<file path="config.mk">
export PLATFORM = sky130hd
export DESIGN_NAME = port_ctl_regs
export DESIGN_NICKNAME = d
export VERILOG_FILES = /design/src/rtl/ptc_pkg.sv /design/src/rtl/ptc_ctrl.sv /design/src/rtl/ptc_events.sv /design/src/rtl/port_ctl_regs.sv
export SDC_FILE = /design/constraint.sdc
export NUM_CORES = 1
export LEC_CHECK = 0
export BUFFER_PORTS_ARGS = -buffer_cell sky130_fd_sc_hd__buf_2
export CAP_MARGIN = 30
export CELL_PAD_IN_SITES_DETAIL_PLACEMENT = 0
export CELL_PAD_IN_SITES_GLOBAL_PLACEMENT = 2
export CORE_MARGIN = 5
export CORE_UTILIZATION = 30
export CTS_BUF_LIST = sky130_fd_sc_hd__clkbuf_2 sky130_fd_sc_hd__clkbuf_4 sky130_fd_sc_hd__clkbuf_8
export CTS_CLUSTER_DIAMETER = 100
export DETAILED_ROUTE_END_ITERATION = 8
export GPL_TIMING_DRIVEN = 0
export PLACE_DENSITY_LB_ADDON = 0.1
export SYNTH_ARGS = -nofsm -noshare
export SYNTH_HDL_FRONTEND = slang
export SYNTH_SLANG_ARGS = --single-unit
</file>
<file path="constraint.sdc">
create_clock -name clk -period 3.31 [get_ports clk]
set_clock_uncertainty 0.15 [all_clocks]
set_input_delay 0.662 -clock clk [delete_from_list [all_inputs] [get_ports clk]]
set_output_delay 0.662 -clock clk [all_outputs]
set_load 0.01 [all_outputs]
</file>
<file path="src/rtl/ptc_pkg.sv">
package ptc_pkg;
  localparam int DW        = 32;
  localparam int OFS_CSET  = 'h00;
  localparam int OFS_CCLR  = 'h04;
  localparam int OFS_STAT  = 'h08;
  localparam int OFS_ESET  = 'h10;
  localparam int OFS_ECLR  = 'h14;
  localparam int CB_PRST   = 0;
  localparam int CB_DRST   = 1;
  localparam int CB_W1C    = 3;
  localparam int RDY_BIT   = 31;
  localparam int RAW_SHIFT = 16;
  localparam int STEER_LSB = 30;
  // implemented control bits: 0,1,2,3,6,10,13
  localparam logic [DW-1:0] CTRL_IMPL = 32'h0000_244F;
endpackage

</file>
<file path="src/rtl/ptc_ctrl.sv">
module ptc_ctrl
  import ptc_pkg::*;
#(
  parameter int DRST_CYC = 16
) (
  input  logic          clk,
  input  logic          rst,
  input  logic          set_we,
  input  logic          clr_we,
  input  logic [DW-1:0] wdata,
  output logic [DW-1:0] ctrl_q
);
  localparam int CNT_W = $clog2(DRST_CYC + 1);

  logic [CNT_W-1:0] cnt_q, cnt_d;
  logic [DW-1:0]    ctrl_d;
  logic             drst_load;

  assign drst_load = set_we && wdata[CB_DRST];

  always_comb begin
    ctrl_d = ctrl_q;
    cnt_d  = cnt_q;
    if (set_we) ctrl_d = ctrl_d | (wdata & CTRL_IMPL);
    if (clr_we) ctrl_d = ctrl_d & ~(wdata & CTRL_IMPL);
    if (drst_load) begin
      cnt_d = CNT_W'(DRST_CYC - 1);
    end else if (ctrl_q[CB_DRST]) begin
      if (cnt_q != '0) cnt_d = cnt_q - 1'b1;
      else             ctrl_d[CB_DRST] = 1'b0;
    end
  end

  always_ff @(posedge clk) begin
    if (rst) begin
      ctrl_q <= DW'(1) << CB_PRST;
      cnt_q  <= '0;
    end else begin
      ctrl_q <= ctrl_d;
      cnt_q  <= cnt_d;
    end
  end
endmodule

</file>
<file path="src/rtl/ptc_events.sv">
module ptc_events #(
  parameter int NEV = 12
) (
  input  logic           clk,
  input  logic           rst,
  input  logic [NEV-1:0] evt_in,
  input  logic [NEV-1:0] clr_vec,
  input  logic           en_set_we,
  input  logic           en_clr_we,
  input  logic [NEV-1:0] en_wdata,
  input  logic [1:0]     steer_wdata,
  output logic [NEV-1:0] evt_q,
  output logic [NEV-1:0] en_q,
  output logic [1:0]     steer_q
);
  // one latch per event; a pulse overrides a clear in the same cycle
  for (genvar i = 0; i < NEV; i++) begin : g_evt
    always_ff @(posedge clk) begin
      if (rst) evt_q[i] <= 1'b0;
      else     evt_q[i] <= evt_in[i] | (evt_q[i] & ~clr_vec[i]);
    end
  end

  always_ff @(posedge clk) begin
    if (rst) begin
      en_q    <= '0;
      steer_q <= '0;
    end else if (en_set_we) begin
      en_q    <= en_q | en_wdata;
      steer_q <= steer_q | steer_wdata;
    end else if (en_clr_we) begin
      en_q    <= en_q & ~en_wdata;
      steer_q <= steer_q & ~steer_wdata;
    end
  end
endmodule

</file>
<file path="src/rtl/port_ctl_regs.sv">
module port_ctl_regs
  import ptc_pkg::*;
#(
  parameter int ADDR_W   = 8,
  parameter int NEV      = 12,
  parameter int NMASK    = 11,
  parameter int DRST_CYC = 16
) (
  input  logic              clk,
  input  logic              rst,
  input  logic              bus_wr,
  input  logic              bus_rd,
  input  logic [ADDR_W-1:0] bus_addr,
  input  logic [31:0]       bus_wdata,
  output logic [31:0]       bus_rdata,
  input  logic [NEV-1:0]    evt_in,
  input  logic              port_ready,
  output logic              irq
);
  logic [DW-1:0]    ctrl_q;
  logic [NEV-1:0]   evt_q, en_q, clr_vec;
  logic [1:0]       steer_q;
  logic [NMASK-1:0] masked;
  logic [DW-1:0]    stat_word, ctrl_word, en_word;
  logic             hit_cset, hit_cclr, hit_stat, hit_eset, hit_eclr;

  assign hit_cset = bus_addr == ADDR_W'(OFS_CSET);
  assign hit_cclr = bus_addr == ADDR_W'(OFS_CCLR);
  assign hit_stat = bus_addr == ADDR_W'(OFS_STAT);
  assign hit_eset = bus_addr == ADDR_W'(OFS_ESET);
  assign hit_eclr = bus_addr == ADDR_W'(OFS_ECLR);

  ptc_ctrl #(.DRST_CYC(DRST_CYC)) u_ctrl (
    .clk    (clk),
    .rst    (rst),
    .set_we (bus_wr && hit_cset),
    .clr_we (bus_wr && hit_cclr),
    .wdata  (bus_wdata),
    .ctrl_q (ctrl_q)
  );

  // clear source depends on acknowledge mode
  always_comb begin
    clr_vec = '0;
    if (ctrl_q[CB_W1C]) begin
      if (bus_wr && hit_stat)
        clr_vec = bus_wdata[NEV-1:0] | bus_wdata[RAW_SHIFT +: NEV];
    end else if (bus_rd && hit_stat) begin
      clr_vec = '1;
    end
  end

  ptc_events #(.NEV(NEV)) u_evt (
    .clk         (clk),
    .rst         (rst),
    .evt_in      (evt_in),
    .clr_vec     (clr_vec),
    .en_set_we   (bus_wr && hit_eset),
    .en_clr_we   (bus_wr && hit_eclr),
    .en_wdata    (bus_wdata[NEV-1:0]),
    .steer_wdata (bus_wdata[STEER_LSB +: 2]),
    .evt_q       (evt_q),
    .en_q        (en_q),
    .steer_q     (steer_q)
  );

  assign masked = evt_q[NMASK-1:0] & en_q[NMASK-1:0];

  always_comb begin
    stat_word = '0;
    stat_word[RAW_SHIFT +: NEV] = evt_q;
    stat_word[NMASK-1:0]        = masked;
    ctrl_word = ctrl_q;
    ctrl_word[RDY_BIT] = port_ready && !ctrl_q[CB_PRST] && !ctrl_q[CB_DRST];
    en_word = '0;
    en_word[NEV-1:0]          = en_q;
    en_word[STEER_LSB +: 2]   = steer_q;
  end

  always_ff @(posedge clk) begin
    if (rst) begin
      bus_rdata <= '0;
      irq       <= 1'b0;
    end else begin
      irq <= (|masked) && !ctrl_q[CB_PRST];
      if (bus_rd) begin
        if (hit_cset)      bus_rdata <= ctrl_word;
        else if (hit_stat) bus_rdata <= stat_word;
        else if (hit_eset) bus_rdata <= en_word;
        else               bus_rdata <= '0;
      end
    end
  end
endmodule

</file>
==> results.toml, run 1 <==
[global_routing]
grt_busiest_layer = "met1"
grt_overflow_total = 0
antenna_found_initial = 0
grt_pass1_wl_um = 14950
grt_use_met1_pct = 25.52
track_usage_pct = 17.03
grt_start_max_net_pins = 11
grt_pass1_vias = 2631
met3_usage_pct = 4.677
grt_use_met2_pct = 23.29

[placed_design]
place_area_um2 = 3522
place_hpwl_um = 7198
place_congestion = 0.7571
numPortBuffers = 79
pre_cts_ws_ns = 0.4715
place_inst = 548

[final_layout]
multi_input_area_um2 = 1415
nets = 485
syn_to_final_growth_pct = 26.68
design_area_um2 = 3731
final_core_util_pct = 38.53
drive_above_1_share_pct = 28.54
stdcell_count = 564
fill_cells = 1051
n_antenna_cell = 0
regArea_um2 = 1321

[timing]
fmax_mhz = 406.9
worst_pin_slew_ns = 0.9489
maxSlewViolCount = 0
setup_viol = 0
setup_slack_ns = 0.8526
post-route-period-util_pct = 74.24
fin_setup_tns_ns = 0
rsz0062_at_grt = "false"
hold_viol = 0
relSlewSlack_pct = 36.58
fin_crit_ns = 2.457

[routing]
drt_first_pass_iters = 4
via_per_inst = 4.908
drt_iter0_markers = 155
drcViolationCount = 0
vias = 2768
wl_per_cell_um = 17.00
final_antenna_net_count = 0
routed_wl_um = 9590

[setup_path]
r2r_cells = 6
r2r_end = "u_ctrl.cnt_q[1]"
reg2reg_slack_ns = 1.36
timing.rr.start = "u_ctrl.cnt_q[0]"
cp.required_ns = 3.37
arrival_ns = 2.52
critical_path.endpoint_type = "register"
cp_max_fo = 10
path_class = "in -> reg"
cp-start-kind = "input pin"

[clock_network]
clockBufferDepth = 2
htreeDepth = 3
cts-root-buf = "clkbuf_8"
numCtsBuffers = 9
cts_sinks = 66
cts_hold_buf = 0
cts_resized = 0
cts_tree = "built"
post_cts_buffers = 0
worstSkewPairLatency_ns = 0.35
clk_pin_slew_ns = 0.07

[yosys]
yosys_most_used_dff = "dfxtp_1"
synth_top_area_cell = "dfxtp_1"
synth-edff-count = 0
netlist.area_leader.share_pct = 44.86
synth_seq_cells = 66
synth.avg_cell_area_um2 = 8.871
synthTopCellsByCount = "66 x dfxtp_1, 47 x a21oi_1, 25 x a32o_1"
synth.top_cells.by_area = "dfxtp_1 45%, a32o_1 8.5%, a21oi_1 8.0%"
syn_inst = 332
yosysUniqueCellTypes = 40
syn_area_um2 = 2945
synth_warnings = 0
synthArstFlopShare_pct = 0
yosysSeqAreaShare_pct = 44.86
synth_most_common_cell = "dfxtp_1"

[floorplanning]
rows = 36
coreArea_um2 = 9684
ioPinCount = 90
dieArea_um2 = 11900
die_height_um = 109.1
start_util_pct = 30.41
die-width_um = 109.1

[worst_hold_path]
whs_path_depth = 2
hold_class = "reg -> reg"
hp-start = "bus_rdata[13]"
min_delay_worst_endpoint = "bus_rdata[13]"

[pwr]
leakage_nw = 1.561
vdd_drop_max_mv = 0.2239
powerDensity_nw_per_um2 = 447.7

[flow_run]
drv_cap = 0

[run_status]
status = "complete, no violations"
[metal layers]
layer	part of all wire [%]	wire length [um]	vias up
met5	0	0	-
met4	1.4	138	0
met3	5.9	567	11
met2	41	3971	88
met1	51	4913	1274
li1	-	-	1395
[layout make-up]
class	count	area share, %
plain buffers	30	4.494
clock buffers	14	4.661
clock inverters	2	0.9390
inverters	15	1.509
multi-input cells	225	37.93
flip-flops and latches	66	35.41
well taps	133	4.460
repair buffers	79	10.60
[worst max-delay path, stage by stage]
cell and delay [ns]:
buf_2 0.13, nor4b_2 0.84, nand2_1 0.23, clkbuf_1 0.35, o21ai_1 0.23, a21oi_1 0.08
[cell usage in the layout (no fill, tap or decap), types with 2 or more instances in the layout]
master	netlist	routed
inv_1	15	15
buf_6	3	3
nor2_1	11	11
or2_2	12	12
a22oi_1	10	10
nand3_1	17	17
and2_1	4	4
buf_4	8	8
o21ai_1	10	10
nor3_1	5	5
ha_1	2	2
o21ai_0	2	2
a31oi_1	2	2
and3_1	5	5
buf_2	2	81
a211oi_1	13	13
nand2b_1	15	15
a21o_1	5	5
a32o_1	25	25
clkbuf_4	0	3
clkbuf_8	0	11
nand2_1	20	20
a21oi_1	47	47
dfxtp_1	66	66
clkbuf_1	16	16
conb_1	1	5
[metrics by stage]
stage / power [mW] / hold slack (ns)
floorplan: 0.9003 / 0.2964
global placement: 0.9730 / 0.3019
detailed placement: 0.9741 / 0.3034
CTS: 1.690 / 0.3191
global route: 1.746 / 0.3435
finish: 1.671 / 0.3161
[where the power goes]
part	switching, mW	total, mW	internal, mW
Sequential	0.0173	0.826	0.809
Clock	0.302	0.716	0.414
Combinational	0.0742	0.129	0.0544
Total	0.393	1.67	1.28
[worst max-delay path by stage]
stage / from / endpoint / depth (start not counted)
2_1_floorplan: bus_addr[3] / register / 7
3_3_place_gp: bus_addr[2] / u_evt.evt_q[4] / 6
3_5_place_dp: bus_addr[2] / u_evt.evt_q[4] / 6
4_1_cts: bus_addr[2] / u_evt.evt_q[4] / 6
5_1_grt: bus_addr[2] / u_evt.evt_q[11] / 6
6_report: bus_addr[2] / u_evt.evt_q[5] / 6
[kinds of logic (layout without fill, tap and decap cells)]
kind of cell,after synthesis,in the layout,share of synthesized area [%]
AO/OA/AOI/OAI,117,117,27.02
multiplexers,2,2,0.7646
XOR/XNOR,2,2,0.5948
adder cells (fa/ha/maj),2,2,0.8495
buffers and inverters,45,140,7.604
flip-flops,66,66,44.86
AND/OR/NAND/NOR,97,97,18.18
other,1,5,0.1273
(Power assumes the default switching activity.)
==> run 2, diff against run 1 <==
--- a/config.mk
+++ b/config.mk
@@ -10,7 +10,7 @@
 export CELL_PAD_IN_SITES_DETAIL_PLACEMENT = 0
 export CELL_PAD_IN_SITES_GLOBAL_PLACEMENT = 2
 export CORE_MARGIN = 5
-export CORE_UTILIZATION = 30
+export CORE_UTILIZATION = 28
 export CTS_BUF_LIST = sky130_fd_sc_hd__clkbuf_2 sky130_fd_sc_hd__clkbuf_4 sky130_fd_sc_hd__clkbuf_8
 export CTS_CLUSTER_DIAMETER = 100
 export DETAILED_ROUTE_END_ITERATION = 8
==> constraint.sdc (replaced) <==
create_clock -name clk -period 2.1 [get_ports clk]
set_clock_uncertainty 0.15 [all_clocks]
set_input_delay 0.42 -clock clk [delete_from_list [all_inputs] [get_ports clk]]
set_output_delay 0.42 -clock clk [all_outputs]
set_load 0.01 [all_outputs]
==> results.toml, run 2 (synthesis results as in run 1) <==
[run_status]
status = "complete, no violations"

[clock_network]
cts_hold_buf = 0
worstSkewPairLatency_ns = 0.34
cts_tree = "built"
htreeDepth = 3
clockBufferDepth = 2
cts_sinks = 66
post_cts_buffers = 0
clk_pin_slew_ns = 0.07
cts-root-buf = "clkbuf_8"
numCtsBuffers = 9

[floorplanning]
start_util_pct = 28.66
die_height_um = 112.6
coreArea_um2 = 10280
dieArea_um2 = 12670
rows = 37
die-width_um = 112.6
ioPinCount = 90

[pwr]
leakage_nw = 1.547
powerDensity_nw_per_um2 = 666.4
vdd_drop_max_mv = 0.2101

[setup_path]
cpMaxStageDelayCell = "nor4_4"
critical_path.endpoint_type = "register"
arrival_ns = 2.09
critPathBufInv = 3
reg2reg_slack_ns = 0.16
cp.required_ns = 2.20
cp-start-kind = "input pin"
cp_cell_sequence = "buf_2 > nor4_4 > and3_1 > buf_4 > buf_6 > a22oi_1 > a211oi_1"
cp_max_fo = 10
path_class = "in -> reg"
cpPeakStageDelay_ns = 0.58
crit_family = "simple AND/OR/NAND/NOR gates"

[flow_run]
drv_cap = 0

[timing]
fin_crit_ns = 1.986
hold_viol = 0
timing.hold.ws_ns = 0.1475
worst_pin_slew_ns = 0.6005
relSlewSlack_pct = 59.67
post-route-period-util_pct = 94.58
maxSlewViolCount = 0
fmax_mhz = 503.5
setup_viol = 0
fin_setup_tns_ns = 0
rsz0062_at_grt = "false"

[global_routing]
grt_pass1_wl_um = 15410
track_usage_pct = 15.70
grt_start_max_net_pins = 13
grt_pass1_vias = 2743
grt_overflow_total = 0
antenna_found_initial = 0

[routing]
wl_met3_um = 621
drt_iter0_markers = 147
final_antenna_net_count = 0
dr.max_layer_used = "met4"
drcViolationCount = 0
route.met2.wl_um = 4306
via_per_inst = 4.922
routed_wl_um = 9771
wl_met1_um = 4763
vias = 2791
drt_first_pass_iters = 4
wl_per_cell_um = 17.23

[final_layout]
syn_to_final_growth_pct = 26.38
n_antenna_cell = 0
final_common_cell = "buf_2"
drive_above_1_share_pct = 29.00
layout_common_cells = "81 x buf_2, 66 x dfxtp_1, 47 x a21oi_1, 25 x a32o_1, 20 x nand2_1"
nets = 485
stdcell_count = 567

[placed_design]
numPortBuffers = 79
place_hpwl_um = 7521
place_inst = 551
place_congestion = 0.7426

[worst_hold_path]
hold_class = "in -> reg"
-- run 2: repair_timing --
item                                    in CTS  in global routing
endpoints found under the setup margin      10                  4
cloned                                       0                  0
resized for setup                            1                  3
-- run 2: path summary, 6_finish.rpt --
check                        from               to  cells after the start
hold reg to reg     bus_rdata[17]    bus_rdata[17]                      2
setup / recovery      bus_addr[3]     bus_rdata[2]                      7
setup reg to reg  u_ctrl.cnt_q[0]  u_ctrl.cnt_q[1]                      6
hold / removal      bus_wdata[13]         register                      2
-- run 2: stage by stage --
step	power, mW	instance area (um2)	utilization (%)	setup WS, ns
after floorplan	1.419	2960	-	0.2639
after global placement	1.535	3526	34.31	-0.4848
after detailed placement	1.535	3526	34.31	-0.4124
after CTS	2.515	3715	36.15	0.06290
after global routing	2.601	3722	36.22	0.02764
final	2.481	3722	36.22	0.1137
-- run 2: final cells by class --
| type | instances | area, um2 |
|---|---|---|
| sequential | 66 | 1321 |
| buffer | 30 | 168.9 |
| timing repair buffer | 79 | 395.4 |
| fill | 1135 | 6555 |
| clock inverter | 6 | 42.54 |
| inverter | 15 | 56.30 |
| clock buffer | 10 | 137.6 |
| tap | 136 | 170.2 |
| multi-input combinational | 225 | 1430 |
-- run 2: power breakdown --
group	switching, mW	leakage (nW)	total (mW)	internal [mW]
sequential	0.0270	0.537	1.30	1.27
combinational	0.118	0.922	0.205	0.0869
clock	0.514	0.0882	0.974	0.460
-- run 2: per-layer routing --
metal	up-vias	track usage, %
met2	89	23.58
met5	-	0
met3	8	4.636
met1	1299	22.20
li1	1395	-
met4	0	3.526
-- run 2: worst register-to-register path, stage by stage (launching register included) --
cell and delay [ns]:
dfxtp_1 0.32, inv_1 0.10, ha_1 0.18, or4b_1 0.48
nand2_1 0.17, mux2_1 0.33, a21oi_1 0.13
==> run 3, diff against run 2 <==
--- a/config.mk
+++ b/config.mk
@@ -15,7 +15,7 @@
 export CTS_CLUSTER_DIAMETER = 100
 export DETAILED_ROUTE_END_ITERATION = 8
 export GPL_TIMING_DRIVEN = 0
-export PLACE_DENSITY_LB_ADDON = 0.1
+export PLACE_DENSITY = 0.78
 export SYNTH_ARGS = -nofsm -noshare
 export SYNTH_HDL_FRONTEND = slang
 export SYNTH_SLANG_ARGS = --single-unit
==> results.toml, run 3 (synthesis results as in run 1) <==
[global_routing]
track_usage_pct = 15.30
grt_pass1_vias = 2871
grt_overflow_total = 0
antenna_found_initial = 0
grt_start_max_net_pins = 13
grt_pass1_wl_um = 15190

[placed_design]
place_hpwl_um = 7515
numPortBuffers = 79
place_congestion = 0.7849
place_inst = 551

[final_layout]
nets = 485
regArea_um2 = 1321
stdcell_count = 567
multi_input_area_um2 = 1430
n_antenna_cell = 0
final_common_cell = "buf_2"
drive_above_1_share_pct = 29.00
fill_cells = 1141
layout_common_cells = "81 x buf_2, 66 x dfxtp_1, 47 x a21oi_1, 25 x a32o_1, 20 x nand2_1"
syn_to_final_growth_pct = 26.04

[worst_hold_path]
hold_class = "in -> reg"

[clock_network]
clockBufferDepth = 2
cts_tree = "built"
worstSkewPairLatency_ns = 0.34
clk_pin_slew_ns = 0.07
cts_hold_buf = 0
post_cts_buffers = 0
cts-root-buf = "clkbuf_8"
cts_sinks = 66
numCtsBuffers = 9
htreeDepth = 3

[routing]
via_per_inst = 5.000
routed_wl_um = 9776
drt_iter0_markers = 119
drt_first_pass_iters = 4
vias = 2835
final_antenna_net_count = 0
drcViolationCount = 0
wl_per_cell_um = 17.24

[pwr]
p_total_mw = 2.460
leakage_nw = 1.540
powerDensity_nw_per_um2 = 662.6
vdd_drop_max_mv = 0.2439

[timing]
worst_pin_slew_ns = 0.6682
fin_crit_ns = 1.968
setup_viol = 0
hold_viol = 0
maxSlewViolCount = 0
fmax_mhz = 508.1
post-route-period-util_pct = 93.73
relSlewSlack_pct = 55.45
rsz0062_at_grt = "false"

[setup_path]
critical_path.endpoint_type = "register"
cp.required_ns = 2.24
cp_cell_sequence = "buf_2 > nor4_4 > and3_1 > buf_4 > and3_1 > buf_4 > buf_6 > a32o_1"
cp_max_fo = 10
cpMaxStageDelayCell = "nor4_4"
cp-start-kind = "input pin"
cpPeakStageDelay_ns = 0.58
reg2reg_slack_ns = 0.16
path_class = "in -> reg"
arrival_ns = 2.10

[floorplanning]
dieArea_um2 = 12670
die-width_um = 112.6
rows = 37
die_height_um = 112.6
start_util_pct = 28.66
ioPinCount = 90
coreArea_um2 = 10280

[run_status]
status = "complete, no violations"

[flow_run]
drv_cap = 0
run 3: final timing paths:
check,startpoint,to,depth (start not counted)
worst min-delay path,bus_wdata[13],register,2
worst max-delay path,bus_addr[3],register,8
worst min register to register,bus_rdata[23],bus_rdata[23],2
worst max register to register,u_ctrl.cnt_q[0],u_ctrl.cnt_q[1],6
run 3: repair_timing:
| item | in CTS | in global routing |
|---|---|---|
| gates cloned | 0 | 0 |
| endpoints found under the hold margin | 0 | 0 |
| pin swaps | 0 | 0 |
| setup endpoints to repair | 1 | 11 |
| gates resized for setup | 1 | 3 |
run 3: cell type report:
| class | instances | share of cell area, % |
|---|---|---|
| multi-input cells | 225 | 38.52 |
| well taps | 136 | 4.584 |
| repair buffers | 79 | 10.65 |
| inverters | 15 | 1.517 |
| flip-flops and latches | 66 | 35.59 |
| clock buffers | 9 | 3.337 |
| plain buffers | 30 | 4.550 |
| clock inverters | 7 | 1.247 |
run 3: routing by layer:
metal | vias up | share of wire, % | GRT usage, %
met5 | - | 0 | 0
met1 | 1355 | 47 | 20.58
met3 | 13 | 4.8 | 2.695
li1 | 1388 | - | -
met4 | 0 | 1.4 | 4.647
met2 | 79 | 47 | 24.96
run 3: report_power, final:
part,leakage (nW),switching (mW),internal [mW]
Clock,0.0810,0.527,0.423
Sequential,0.537,0.0252,1.27
Combinational,0.922,0.124,0.0871
run 3: stage by stage:
stage	setup slack (ns)	util, %	TNS [ns]	cell area, um2	hold slack, ns
2_1_floorplan	0.2639	-	0	2960	0.2964
3_3_place_gp	-0.3426	34.31	-13.05	3526	0.3107
3_5_place_dp	-0.3610	34.31	-13.32	3526	0.3091
4_1_cts	0.04948	36.05	0	3705	0.1210
5_1_grt	0.01852	36.12	0	3712	0.1477
6_report	0.1317	36.12	0	3712	0.1375
run 3: critical path: cells and delay by family:
family	cells	cell delay (ns)
simple gates	3	0.97
compound gates	1	0.14
buf+inv	4	0.56
